[src/rtl/rstctl_pkg.sv]
package rstctl_pkg;
  // Bit positions inside the register byte; software depends on them.
  localparam int unsigned KICK_BIT = 2;
  localparam int unsigned TYPE_BIT = 1;

  // Word address and lane of a byte address on a bus of a given width.
  function automatic int unsigned lane_of(input int unsigned byte_addr,
                                          input int unsigned bus_bytes);
    return byte_addr % bus_bytes;
  endfunction

  function automatic int unsigned word_of(input int unsigned byte_addr,
                                          input int unsigned bus_bytes);
    return byte_addr / bus_bytes;
  endfunction
endpackage

[src/rtl/rstctl_decode.sv]
module rstctl_decode #(
  parameter int unsigned BUS_BYTES = 4,
  parameter int unsigned WADDR_W   = 14,
  parameter int unsigned REG_WORD  = 0,
  parameter int unsigned REG_LANE  = 0
) (
  input  logic [WADDR_W-1:0]     waddr_i,
  input  logic [BUS_BYTES-1:0]   be_i,
  input  logic [8*BUS_BYTES-1:0] wdata_i,
  input  logic                   wr_i,
  input  logic                   rd_i,
  output logic                   wr_hit_o,
  output logic                   rd_hit_o,
  output logic                   kick_bit_o,
  output logic                   type_bit_o
);
  import rstctl_pkg::*;

  localparam logic [WADDR_W-1:0] MATCH = WADDR_W'(REG_WORD);

  logic       lane_sel;
  logic [7:0] lane_byte;

  // Pick the register's lane out of the bus.
  always_comb begin
    lane_sel  = 1'b0;
    lane_byte = 8'h00;
    for (int i = 0; i < int'(BUS_BYTES); i++) begin
      if (i == int'(REG_LANE)) begin
        lane_sel  = be_i[i];
        lane_byte = wdata_i[i*8 +: 8];
      end
    end
  end

  always_comb begin
    wr_hit_o   = wr_i && lane_sel && (waddr_i == MATCH);
    rd_hit_o   = rd_i && lane_sel && (waddr_i == MATCH);
    kick_bit_o = lane_byte[KICK_BIT];
    type_bit_o = lane_byte[TYPE_BIT];
  end
endmodule

[src/rtl/rstctl_reg.sv]
module rstctl_reg (
  input  logic clk_i,
  input  logic rst_n,
  input  logic wr_hit_i,
  input  logic kick_bit_i,
  input  logic type_bit_i,
  output logic type_q_o,
  output logic req_q_o
);
  logic kick;
  logic type_d;
  logic req_d;

  // Next state
  always_comb begin
    kick   = wr_hit_i && kick_bit_i;
    req_d  = kick;
    type_d = type_q_o;
    if (wr_hit_i && !kick_bit_i) begin
      type_d = type_bit_i;
    end
  end

  // State
  always_ff @(posedge clk_i or negedge rst_n) begin
    if (!rst_n) begin
      type_q_o <= 1'b0;
      req_q_o  <= 1'b0;
    end else begin
      type_q_o <= type_d;
      req_q_o  <= req_d;
    end
  end

  AST_KICK_PULSES: assert property (@(posedge clk_i) disable iff (!rst_n)
    (wr_hit_i && kick_bit_i) |=> req_q_o);
  AST_PULSE_HAS_CAUSE: assert property (@(posedge clk_i) disable iff (!rst_n)
    req_q_o |-> $past(wr_hit_i && kick_bit_i));
  AST_KICK_HOLDS_TYPE: assert property (@(posedge clk_i) disable iff (!rst_n)
    (wr_hit_i && kick_bit_i) |=> $stable(type_q_o));
  AST_STORE_TAKES_BIT: assert property (@(posedge clk_i) disable iff (!rst_n)
    (wr_hit_i && !kick_bit_i) |=> (type_q_o == $past(type_bit_i)));
endmodule

[src/rtl/rstctl_rdpath.sv]
module rstctl_rdpath #(
  parameter int unsigned BUS_BYTES = 4,
  parameter int unsigned REG_LANE  = 0
) (
  input  logic                   clk_i,
  input  logic                   rst_n,
  input  logic                   rd_hit_i,
  input  logic                   type_q_i,
  output logic [8*BUS_BYTES-1:0] rd_data_o,
  output logic                   rd_ack_o
);
  import rstctl_pkg::*;

  localparam int unsigned BUS_W = 8 * BUS_BYTES;

  logic [7:0]       reg_byte;
  logic [BUS_W-1:0] data_d;

  always_comb begin
    reg_byte           = 8'h00;
    reg_byte[TYPE_BIT] = type_q_i;
    data_d             = '0;
    if (rd_hit_i) begin
      data_d[REG_LANE*8 +: 8] = reg_byte;
    end
  end

  always_ff @(posedge clk_i or negedge rst_n) begin
    if (!rst_n) begin
      rd_data_o <= '0;
      rd_ack_o  <= 1'b0;
    end else begin
      rd_data_o <= data_d;
      rd_ack_o  <= rd_hit_i;
    end
  end
endmodule

[src/rtl/rstctl_port.sv]
module rstctl_port #(
  parameter int unsigned ADDR_W    = 16,
  parameter int unsigned BUS_BYTES = 4,
  parameter int unsigned REG_ADDR  = 32'h0CF9,
  localparam int unsigned LANE_W   = (BUS_BYTES > 1) ? $clog2(BUS_BYTES) : 0,
  localparam int unsigned WADDR_W  = ADDR_W - LANE_W,
  localparam int unsigned BUS_W    = 8 * BUS_BYTES
) (
  input  logic               clk_i,
  input  logic               rst_ni,
  input  logic [WADDR_W-1:0] io_waddr_i,
  input  logic [BUS_BYTES-1:0] io_be_i,
  input  logic [BUS_W-1:0]   io_wdata_i,
  input  logic               io_wr_i,
  input  logic               io_rd_i,
  output logic [BUS_W-1:0]   rd_data_o,
  output logic               rd_ack_o,
  output logic               reset_req_o
);
  import rstctl_pkg::*;

  localparam int unsigned REG_LANE = lane_of(REG_ADDR, BUS_BYTES);
  localparam int unsigned REG_WORD = word_of(REG_ADDR, BUS_BYTES);
  localparam logic [BUS_W-1:0] TYPE_MASK = BUS_W'(1) << (REG_LANE*8 + TYPE_BIT);

  // Asynchronous assert, synchronous release.
  logic [1:0] rst_sync_q;
  logic       rst_n;

  always_ff @(posedge clk_i or negedge rst_ni) begin
    if (!rst_ni) begin
      rst_sync_q <= 2'b00;
    end else begin
      rst_sync_q <= {rst_sync_q[0], 1'b1};
    end
  end
  assign rst_n = rst_sync_q[1];

  logic wr_hit;
  logic rd_hit;
  logic kick_bit;
  logic type_bit;
  logic type_q;

  rstctl_decode #(
    .BUS_BYTES (BUS_BYTES),
    .WADDR_W   (WADDR_W),
    .REG_WORD  (REG_WORD),
    .REG_LANE  (REG_LANE)
  ) decode_i (
    .waddr_i    (io_waddr_i),
    .be_i       (io_be_i),
    .wdata_i    (io_wdata_i),
    .wr_i       (io_wr_i),
    .rd_i       (io_rd_i),
    .wr_hit_o   (wr_hit),
    .rd_hit_o   (rd_hit),
    .kick_bit_o (kick_bit),
    .type_bit_o (type_bit)
  );

  rstctl_reg reg_i (
    .clk_i      (clk_i),
    .rst_n      (rst_n),
    .wr_hit_i   (wr_hit),
    .kick_bit_i (kick_bit),
    .type_bit_i (type_bit),
    .type_q_o   (type_q),
    .req_q_o    (reset_req_o)
  );

  rstctl_rdpath #(
    .BUS_BYTES (BUS_BYTES),
    .REG_LANE  (REG_LANE)
  ) rdpath_i (
    .clk_i     (clk_i),
    .rst_n     (rst_n),
    .rd_hit_i  (rd_hit),
    .type_q_i  (type_q),
    .rd_data_o (rd_data_o),
    .rd_ack_o  (rd_ack_o)
  );

  AST_MISS_NO_ACK: assert property (@(posedge clk_i) disable iff (!rst_n)
    !rd_hit |=> !rd_ack_o);
  AST_IDLE_DATA_ZERO: assert property (@(posedge clk_i) disable iff (!rst_n)
    !rd_ack_o |-> (rd_data_o == '0));
  AST_MISS_HOLDS_TYPE: assert property (@(posedge clk_i) disable iff (!rst_n)
    !wr_hit |=> $stable(type_q));
  AST_READ_LANE_ONLY: assert property (@(posedge clk_i) disable iff (!rst_n)
    rd_ack_o |-> ((rd_data_o & ~TYPE_MASK) == '0));
  AST_RESET_CLEAN: assert property (@(posedge clk_i)
    !rst_n |-> (!reset_req_o && !rd_ack_o));
endmodule

[config.mk]
export PLATFORM = sky130hd
export DESIGN_NAME = rstctl_port
export DESIGN_NICKNAME = d
export VERILOG_FILES = /design/src/rtl/rstctl_pkg.sv /design/src/rtl/rstctl_decode.sv /design/src/rtl/rstctl_reg.sv /design/src/rtl/rstctl_rdpath.sv /design/src/rtl/rstctl_port.sv
export SDC_FILE = /design/constraint.sdc
export NUM_CORES = 1
export LEC_CHECK = 0
export ABC_AREA = 1
export BUFFER_PORTS_ARGS = -buffer_cell sky130_fd_sc_hd__buf_2
export CAP_MARGIN = 10
export CORE_MARGIN = 2
export CORE_UTILIZATION = 29
export DETAILED_ROUTE_END_ITERATION = 12
export HOLD_SLACK_MARGIN = 0.06
export PLACE_DENSITY = 0.84
export SETUP_SLACK_MARGIN = 0.02
export SLEW_MARGIN = 10
export SYNTH_ARGS = -nofsm -noshare
export SYNTH_HDL_FRONTEND = slang
export SYNTH_SLANG_ARGS = --single-unit
[constraint.sdc]
create_clock -name clk_i -period 0.8 [get_ports clk_i]
set_input_delay 0.04 -clock clk_i [delete_from_list [all_inputs] [get_ports clk_i]]
set_output_delay 0.04 -clock clk_i [all_outputs]
set_load 0.1 [all_outputs]
# Yosys cells after proc, flatten, opt, wreduce, memory -nomap -nowiden
# Index checks and enable logic that the tools add are counted.
[word_totals]
reg_bits = 13
inputBits = 54
output_inout_bits = 34
word_cells = 14
[classes]
n_eq_ne = 1
muxes = 1
reduce_logical = 7
[ops]
columns = ["op", "n"]
rows = [
  ["$eq A14 B10 Y1 const B", 1],
  ["$logic_and A1 B1 Y1", 6],
  ["$mux W2", 1],
  ["$logic_not A1 Y1", 1],
]

# Depth between registers and ports, before layout
# Gate-level depths: netlist of run 1.
[depth]
ltp_word = 3
depth_mapped = 7
mapped_depth_nobuf = 7

# Cells and area by module
# Synthesis of run 1 repeated with hierarchy kept, for this count alone.
[unflattened]
cells_unflattened = 70
hier_area_um2 = 518.0
[modules_own_cells]
columns = ["module", "instances", "cells_per_inst", "area_per_inst_um2", "seq_area_each_um2"]
rows = [
  ["rstctl_rdpath", 1, 36, 294.0, 50.0],
  ["rstctl_decode", 1, 22, 92.6, 0.0],
  ["rstctl_reg", 1, 9, 77.6, 50.0],
  ["rstctl_port", 1, 3, 53.8, 50.0],
]

# Worst setup path before layout of run 1
# OpenSTA, ideal clock, no wires.
[synth_timing]
path_kind = "flip-flop to output port"
from = "register rdpath_i.rd_ack_o"
to = "output port rd_ack_o"
t_arrival_ns = 0.883
path_slack_ns = -0.123
stages_incl_launch_ff = 1
path_cell_list = "dfrtp_1"
[synth_lines]
columns = ["item", "line", "source"]
rows = [
  ["start, declared", "rstctl_rdpath.sv:10", "output logic rd_ack_o"],
  ["start signal, assigned", "rstctl_rdpath.sv:34", "rd_ack_o <= rd_hit_i;"],
  ["end, declared", "rstctl_port.sv:17", "output logic rd_ack_o,"],
]
# No word-level cell between the ends.

# Worst setup path in the final report of run 1
[layout_timing]
from = "register reg_i.req_q_o"
to = "output port reset_req_o"
[layout_lines]
columns = ["item", "line", "source"]
rows = [
  ["start, declared", "rstctl_reg.sv:8", "output logic req_q_o"],
  ["start signal, assigned", "rstctl_reg.sv:31", "req_q_o <= req_d;"],
  ["end, declared", "rstctl_port.sv:18", "output logic reset_req_o"],
]
# No word-level cell between the ends.

==> results.ini, run 1 <==
[run_status]
status = finished, violations left
violations = setup timing

[cts]
clock_latency_ns = 0.24
root_buffer = clkbuf_4
postCtsSetupRepairBufs = 0
h-tree-depth = 1
numClockSinks = 6
path_clk_slew_ns = 0.05
cts_max_path_buffers = 2
cts_tree = done
cts_buffers = 3

[global_routing]
grt.busiest_layer = met2
grt_start_max_net_pins = 5
globalRouteMet3Util_pct = 2.45
grt_pass1_wl_microns = 1380
grtUsageMet2_pct = 13.9
use_met1_pct = 6.68
grt_antenna_before_repair = 0
grtUsageTotal_pct = 7.14
first_global_vias = 370
globalRouteOverflowTotal = 0

[detailed_routing]
wire_per_inst_microns = 6.37
drc_errors = 0
ant_nets = 0
num_vias = 446
routed_wl_microns = 860
drt_iter0_drc = 10
dr.pass1.iters = 4
vias_per_cell = 3.30

[power]
p_per_area_nw_per_um2 = 1870
comb_power_share_pct = 55.0
swShare_pct = 58.6
pwr-share-seq_pct = 23.3
p_clk_share_pct = 21.7
p_sw_mw = 0.788
p_int_mw = 0.557
p_total_mw = 1.35
ir_drop_mv = 0.642
leakage_nw = 0.423

[setup_path]
timing.critical_path.from_type = flip-flop
cp_max_fo = 1
reg2regPathDepth = 2
endpoint_kind = output port
cp_num_buf_inv = 1
critPathKind = flip-flop to output port
r2r_end = reg_i.type_q_o
worstPathCellList = buf_12
r2r_start = reg_i.type_q_o
r2r_slack_ns = 0.20
required_ns = 0.76
worst_path_max_delay_cell = dfrtp_2
critical_path.top_delay_family = flip-flops
crit_arrival_ns = 0.83
critical_path.max_stage_delay_ns = 0.42

[sta]
worst_slack_ns = -0.0670
whs_ns = 0.0533
rsz0062_at_grt = yes
fmax_mhz = 1150
setup_viol = 3
final-hold-violation-count = 0
drv_slew = 0
clock-skew-final_ns = 0.00799
finalCritPeriodShare_pct = 108
fin_crit_ns = 0.867

[logic_synthesis]
seq_area_frac_synth_pct = 25.7
yosys_warnings = 0
yosysMostFrequentCell = buf_4
synth_seq_cells = 6
synth_top_area_cell = buf_4
synth_area_sq_um = 584
synth.top_cell.area_share_pct = 39.8
synth_common_cells = 31 x buf_4, 11 x nand2_1, 9 x nor2_1
synth_edf_count = 0
avgSynthCellArea_sq_um = 7.40
synthArstFlopShare_pct = 100
ys.flop_type = dfrtp_1
yosys-top-cells-area = buf_4 40%, dfrtp_1 26%, nand2_1 7.1%
netlist_instances = 79
ys_types = 15

[floorplanning]
die_y_microns = 48.9
die_w_microns = 48.9
num_rows = 16
core_area_sq_um = 1920
initial_core_util_pct = 30.4
io_pins = 88
dieArea_sq_um = 2390

[final_layout]
areaGrowthSynthToFinish_pct = 22.9
drive_above_1_share_pct = 35.2
stdcell_count = 135
nets = 163
final_util_pct = 37.4
diodes = 0

[placement]
dp_slack_ns = 0.000297
dp_cells = 128
place.gp.congestion = 0.696
hpwlAfterDp_microns = 773
portBuffers = 23

[run]
cap_violations = 0

[worst_hold_path]
hold_class = flip-flop to async pin

how the worst max path moves through the flow:
stage	startpoint	to	slack, ns	depth (start not counted)
2_1_floorplan	rdpath_i.rd_ack_o	rd_ack_o	0.11	0
4_1_cts	reg_i.req_q_o	reset_req_o	-0.07	1
6_report	reg_i.req_q_o	reset_req_o	-0.07	1
3_3_place_gp	io_waddr_i[0]	rdpath_i.rd_data_o[9]	0.02	6
3_5_place_dp	io_waddr_i[0]	rdpath_i.rd_data_o[9]	0.0003	6
5_1_grt	reg_i.req_q_o	reset_req_o	-0.09	1
what timing repair did:
item                                   in CTS  in global routing
pin swaps                                   0                  0
setup endpoints to repair                   3                  3
hold buffers                                2                  1
gates resized for setup                     0                  0
endpoints found under the hold margin       6                  1
power groups by stage:
| stage | clock network, mW | logic [mW] | registers, mW |
|---|---|---|---|
| after floorplan | 0 | 0.785 | 0.317 |
| after global placement | 0 | 0.724 | 0.318 |
| after detailed placement | 0 | 0.726 | 0.319 |
| after CTS | 0.304 | 0.734 | 0.314 |
| after global routing | 0.321 | 0.763 | 0.314 |
| final | 0.292 | 0.740 | 0.314 |
per-stage QoR:
| step | area, sq um | TNS (ns) |
|---|---|---|
| global route | 718 | -0.229 |
| finish | 718 | -0.166 |
| floorplan | 701 | 0 |
| CTS | 708 | -0.193 |
| detailed placement | 662 | 0 |
| global placement | 662 | 0 |
flip-flops by register name, indices dropped and copies added, names as in the netlist:
signal	count
reg_i.req_q_o	1
rdpath_i.rd_data_o	1
rst_sync_q	2
reg_i.type_q_o	1
rdpath_i.rd_ack_o	1
area by class of cell:
| class | count | area, sq um |
|---|---|---|
| Clock buffer | 4 | 26.3 |
| Fill cell | 210 | 1200 |
| Inverter | 10 | 38.8 |
| Multi-Input combinational cell | 62 | 275 |
| Sequential cell | 6 | 154 |
| Tap cell | 27 | 33.8 |
| Timing Repair Buffer | 26 | 190 |
layer usage:
metal | up-vias | part of all wire (%)
li1 | 229 | -
met1 | 186 | 35
met2 | 31 | 52
met3 | 0 | 13
met4 | 0 | 0
met5 | - | 0
kinds of logic after synthesis:
group / share of synthesized area, %
buffers and inverters: 46.5
flip-flops: 25.7
other: 1.29
AND/OR/NAND/NOR: 26.6
layout by cell type (no fill, tap or decap), drive strengths merged:
cell | synthesis | layout
nand3b | 1 | 1
nand4 | 3 | 3
nand3 | 2 | 2
clkbuf | 0 | 4
dlygate4sd3 | 0 | 3
nor2 | 11 | 11
clkinv | 1 | 1
dfrtp | 6 | 6
conb | 2 | 32
inv | 9 | 9
buf | 31 | 23
nor3 | 1 | 1
nand2 | 12 | 12
No activity file was read; power rests on OpenSTA's default activity.
==> inputs of run 2 (changes only) <==
--- a/config.mk
+++ b/config.mk
@@ -6,13 +6,13 @@
 export NUM_CORES = 1
 export LEC_CHECK = 0
 export ABC_AREA = 1
-export BUFFER_PORTS_ARGS = -buffer_cell sky130_fd_sc_hd__buf_2
+export BUFFER_PORTS_ARGS = -buffer_cell sky130_fd_sc_hd__clkbuf_2
 export CAP_MARGIN = 10
 export CORE_MARGIN = 2
-export CORE_UTILIZATION = 29
+export CORE_UTILIZATION = 31
 export DETAILED_ROUTE_END_ITERATION = 12
 export HOLD_SLACK_MARGIN = 0.06
-export PLACE_DENSITY = 0.84
+export PLACE_DENSITY = 0.89
 export SETUP_SLACK_MARGIN = 0.02
 export SLEW_MARGIN = 10
 export SYNTH_ARGS = -nofsm -noshare
==> constraint.sdc (replaced) <==
create_clock -name clk_i -period 1.02 [get_ports clk_i]
set_input_delay 0.051 -clock clk_i [delete_from_list [all_inputs] [get_ports clk_i]]
set_output_delay 0.051 -clock clk_i [all_outputs]
set_load 0.1 [all_outputs]
==> run 2 against run 1 <==
The run now ends clean. Via count is 1.1% lower. Non-clock buffer count is 1 lower. Core utilization increased by 2.6 points. Global-route usage is 1.2 points higher. Critical path depth did not move. Final cell count shrank 3.0%. Design area is 2.8% lower. Critical endpoint unchanged.
==> results.ini, run 2 (synthesis gave the netlist of run 1 again) <==
[cts]
cts_max_path_buffers = 2
root_buffer = clkbuf_4
numClockSinks = 6
path_clk_slew_ns = 0.04
clock_latency_ns = 0.24
cts_buffers = 3
postCtsSetupRepairBufs = 0
h-tree-depth = 1
cts_tree = done

[run]
cap_violations = 0

[floorplanning]
num_rows = 15
die_w_microns = 47.4
core_area_sq_um = 1750
io_pins = 88
die_y_microns = 47.4
dieArea_sq_um = 2250
initial_core_util_pct = 33.5

[detailed_routing]
drt_iter0_drc = 0
wire_per_inst_microns = 6.63
vias_per_cell = 3.37
num_vias = 441
ant_nets = 0
dr.pass1.iters = 1
routed_wl_microns = 869
drc_errors = 0

[sta]
fin_setup_tns_ns = 0
finalCritPeriodShare_pct = 83.5
fin_crit_ns = 0.851
fmax_mhz = 1170
drv_slew = 0
rsz0062_at_grt = no
final-hold-violation-count = 0
clock-skew-final_ns = 0.00185
worst_slack_ns = 0.169
setup_viol = 0

[run_status]
status = completed

[setup_path]
critPathKind = flip-flop to output port
cp_max_fo = 1
timing.critical_path.from_type = flip-flop
cp_num_buf_inv = 1
endpoint_kind = output port
worst_path_max_delay_cell = dfrtp_1
required_ns = 0.97
critical_path.top_delay_family = flip-flops
critical_path.max_stage_delay_ns = 0.39
crit_arrival_ns = 0.80
worstPathCellList = buf_12

[power]
p_total_mw = 1.03
pwr-share-seq_pct = 23.8
p_per_area_nw_per_um2 = 1480
ir_drop_mv = 0.566
p_clk_share_pct = 20.3
leakage_nw = 0.427
p_sw_mw = 0.614
p_int_mw = 0.419
comb_power_share_pct = 55.9
swShare_pct = 59.4

[placement]
place_area_sq_um = 656
portBuffers = 23
dp_slack_ns = 0.197
hpwlAfterDp_microns = 796
place.gp.congestion = 0.696

[final_layout]
diodes = 0
drive_above_1_share_pct = 33.0
max_flop_register = rst_sync_q
areaGrowthSynthToFinish_pct = 19.5
final_common_cell = conb_1
fillers = 190
nets = 162
multi_input_area_sq_um = 275
register_area_sq_um = 150
postLayoutCellArea_sq_um = 698
layout_common_cells = 32 x conb_1, 20 x clkbuf_2, 11 x nand2_1
largest_reg_flops = 2

[global_routing]
grt_start_max_net_pins = 5
grt_pass1_wl_microns = 1300
first_global_vias = 365
globalRouteOverflowTotal = 0
grt_antenna_before_repair = 0
grtUsageTotal_pct = 8.36

[worst_hold_path]
hold_class = flip-flop to async pin

run 2: changes by cell type in the layout (fill, tap and decap cells not counted):
| cell | change |
|---|---|
| clkbuf_2 | +20 |
| dfrtp_2 | -3 |
| clkbuf_1 | -1 |
| dlygate4sd3_1 | -1 |
| buf_2 | -20 |
| dfrtp_1 | +3 |
run 2: through the flow:
step	utilization, %	hold slack, ns	cells
5_1_grt	40.0	0.0879	131
2_1_floorplan	-	-0.245	109
4_1_cts	40.0	0.0709	131
3_3_place_gp	37.6	-0.162	126
6_report	40.0	0.0604	131
3_5_place_dp	37.6	-0.160	126
run 2: final cells by class:
class                      count  area share [%]
sequential                     6            21.5
clock buffer                   3            3.23
multi-input combinational     62            39.4
tap                           25            4.48
inverter                      10            5.56
timing repair buffer          25            25.8
run 2: power groups by stage:
stage,sequential (mW),clock (mW),combinational [mW]
2_1_floorplan,0.249,0,0.616
3_3_place_gp,0.250,0,0.567
3_5_place_dp,0.250,0,0.569
4_1_cts,0.247,0.225,0.575
5_1_grt,0.247,0.237,0.599
6_report,0.246,0.209,0.578
run 2: routing by layer:
layer	GRT usage [%]	wire length, microns	vias up
met1	6.64	301	183
met4	3.33	0	0
met5	0	0	-
met2	17.3	467	29
li1	-	-	229
met3	3.40	99	0
run 2: worst paths after layout:
path / startpoint / endpoint / slack [ns] / cells after the start
setup reg to reg: reg_i.type_q_o / reg_i.type_q_o / 0.44 / 2
min in group clk_i: io_wdata_i[9] / reg_i.type_q_o / 0.08 / 3
max in group asynchronous: rst_ni / rst_sync_q[1] / 0.78 / 2
setup / recovery: reg_i.req_q_o / reset_req_o / 0.17 / 1
hold reg to reg: rst_sync_q[1] / rdpath_i.rd_ack_o / 0.06 / 0
hold / removal: rst_sync_q[1] / rdpath_i.rd_ack_o / 0.06 / 0
run 2: repair_timing:
action	CTS	global route
hold buffers	2	0
resized for setup	0	0
hold endpoints to repair	3	0
==> inputs of run 3 (changes only) <==
--- a/config.mk
+++ b/config.mk
@@ -5,14 +5,14 @@
 export SDC_FILE = /design/constraint.sdc
 export NUM_CORES = 1
 export LEC_CHECK = 0
-export ABC_AREA = 1
+export ABC_AREA = 0
 export BUFFER_PORTS_ARGS = -buffer_cell sky130_fd_sc_hd__clkbuf_2
 export CAP_MARGIN = 10
 export CORE_MARGIN = 2
-export CORE_UTILIZATION = 31
+export CORE_UTILIZATION = 26
 export DETAILED_ROUTE_END_ITERATION = 12
 export HOLD_SLACK_MARGIN = 0.06
-export PLACE_DENSITY = 0.89
+export PLACE_DENSITY = 0.84
 export SETUP_SLACK_MARGIN = 0.02
 export SLEW_MARGIN = 10
 export SYNTH_ARGS = -nofsm -noshare
==> constraint.sdc (replaced) <==
create_clock -name clk_i -period 0.9 [get_ports clk_i]
set_input_delay 0.045 -clock clk_i [delete_from_list [all_inputs] [get_ports clk_i]]
set_output_delay 0.045 -clock clk_i [all_outputs]
set_load 0.1 [all_outputs]
==> run 3 against run 2 <==
The run now ends with setup timing left. Core utilization grew 0.072 points. Largest cell class is now buffers. Flip-flop and latch count is the same. Routed wire length grew 17%. Via count shrank 15%. Highest routed layer is now met4. Synthesized cell count shrank 35%. First-iteration DRC count grew 2.
==> results.ini, run 3 <==
[floorplanning]
num_rows = 15
initial_core_util_pct = 27.9
dieArea_sq_um = 2230
io_pins = 88
die_y_microns = 47.3
die_w_microns = 47.3
core_area_sq_um = 1750

[cts]
clock_latency_ns = 0.24
path_clk_slew_ns = 0.05
h-tree-depth = 1
numClockSinks = 6
root_buffer = clkbuf_4
cts_buffers = 3
cts_max_path_buffers = 2
cts_tree = done

[setup_path]
endpoint_kind = flip-flop
worst_path_max_delay_cell = mux2_1
cp_max_fo = 2
reg2regPathDepth = 1
worstPathCellList = clkbuf_2 > nor4b_2 > nand4_1 > nor4_2 > mux2_1
critPathKind = primary input to flip-flop
crit_arrival_ns = 1.21
r2r_slack_ns = 0.12
r2r_end = rdpath_i.rd_ack_o
cp_num_buf_inv = 1
r2r_start = rst_sync_q[1]
required_ns = 1.03
critical_path.top_delay_family = simple AND/OR/NAND/NOR gates
critical_path.max_stage_delay_ns = 0.34
timing.critical_path.from_type = primary input

[logic_synthesis]
synthArstFlopShare_pct = 100
synth_seq_cells = 6
avgSynthCellArea_sq_um = 9.54
synth_top_area_cell = buf_4
synth_common_cells = 31 x buf_4, 6 x dfrtp_1, 3 x nand4b_1
yosys-top-cells-area = buf_4 48%, dfrtp_1 31%, nand4b_1 5.4%
synth_edf_count = 0
synth_area_sq_um = 487
seq_area_frac_synth_pct = 30.8
yosysMostFrequentCell = buf_4
ys_types = 13
synth.top_cell.area_share_pct = 47.8
yosys_warnings = 0
ys.flop_type = dfrtp_1
netlist_instances = 51

[sta]
whs_ns = 0.145
finalCritPeriodShare_pct = 120
setup_viol = 2
drv_slew = 0
fin_setup_tns_ns = -0.214
fin_crit_ns = 1.08
worst_slack_ns = -0.181
clock-skew-final_ns = 0.00991
final-hold-violation-count = 0
fmax_mhz = 925
rsz0062_at_grt = yes

[global_routing]
first_global_vias = 295
grt_pass1_wl_microns = 1090
grtUsageTotal_pct = 7.96
globalRouteOverflowTotal = 0
grt_antenna_before_repair = 0
grt_start_max_net_pins = 5

[final_layout]
max_flop_register = rst_sync_q
nets = 141
largest_reg_flops = 2
diodes = 0
stdcell_count = 111
final_common_cell = conb_1
areaGrowthSynthToFinish_pct = 43.7
drive_above_1_share_pct = 45.3
final_util_pct = 40.1
postLayoutCellArea_sq_um = 699
layout_common_cells = 32 x conb_1, 20 x clkbuf_2, 4 x dlygate4sd3_1, 4 x buf_4

[detailed_routing]
routed_wl_microns = 1020
drc_errors = 0
ant_nets = 0
wire_per_inst_microns = 9.16
drt_iter0_drc = 2
vias_per_cell = 3.36
dr.pass1.iters = 2
num_vias = 373

[power]
ir_drop_mv = 0.690
p_total_mw = 1.19
p_per_area_nw_per_um2 = 1700
leakage_nw = 0.393

[run_status]
status = finished, violations left
violations = setup timing

[placement]
place.gp.congestion = 0.637
dp_slack_ns = -0.420
dp_cells = 101
place_area_sq_um = 584
portBuffers = 23
hpwlAfterDp_microns = 739

[run]
cap_violations = 0

[worst_hold_path]
hold_class = primary input to async pin

[run 3: changes by cell type after synthesis, moves of 2 or more]
cell      previous run  this run
inv_1                6         1
inv_2                3         0
nand4_1              3         1
nand4b_1             0         3
nor2_1               9         1
nand3_1              2         0
nand2_1             11         0
[run 3: where the power goes]
group,switching [mW],internal [mW]
sequential,0.00177,0.275
clock,0.0956,0.168
combinational,0.594,0.0550
[run 3: how the worst max path moves through the flow]
stage                         startpoint             end  cells after the start
after global placement    io_waddr_i[11]  reg_i.type_q_o                      5
after floorplan           io_waddr_i[11]  reg_i.type_q_o                      4
after global routing      io_waddr_i[11]  reg_i.type_q_o                      5
after detailed placement  io_waddr_i[11]  reg_i.type_q_o                      5
after CTS                 io_waddr_i[11]  reg_i.type_q_o                      5
final                     io_waddr_i[11]  reg_i.type_q_o                      5
[run 3: per-layer routing]
layer	vias up	share of wire [%]	wire (microns)	track usage, %
li1	174	-	-	-
met1	164	26	268	4.40
met2	33	58	589	15.9
met3	2	14	147	3.46
met4	0	1.1	11	8.33
met5	-	0	0	0
[run 3: final cells by class]
type	count	area, sq um
Fill cell	170	1050
Timing Repair Buffer	32	243
Multi-Input combinational cell	43	241
Sequential cell	6	154
Tap cell	25	31.3
Clock buffer	4	26.3
Inverter	1	3.75
[run 3: what timing repair did]
item / CTS / global route
resized for setup: 1 / 6
setup buffers: 2 / 1
pin swaps: 2 / 4
gates cloned: 0 / 0
hold buffers: 5 / 0
setup endpoints to repair: 2 / 7
endpoints found under the hold margin: 7 / 0
[run 3: logic make-up after synthesis]
logic type	synth area share, %
buf+inv	48.6
flops	30.8
simple gates	16.7
other cells	1.54
mux	2.31
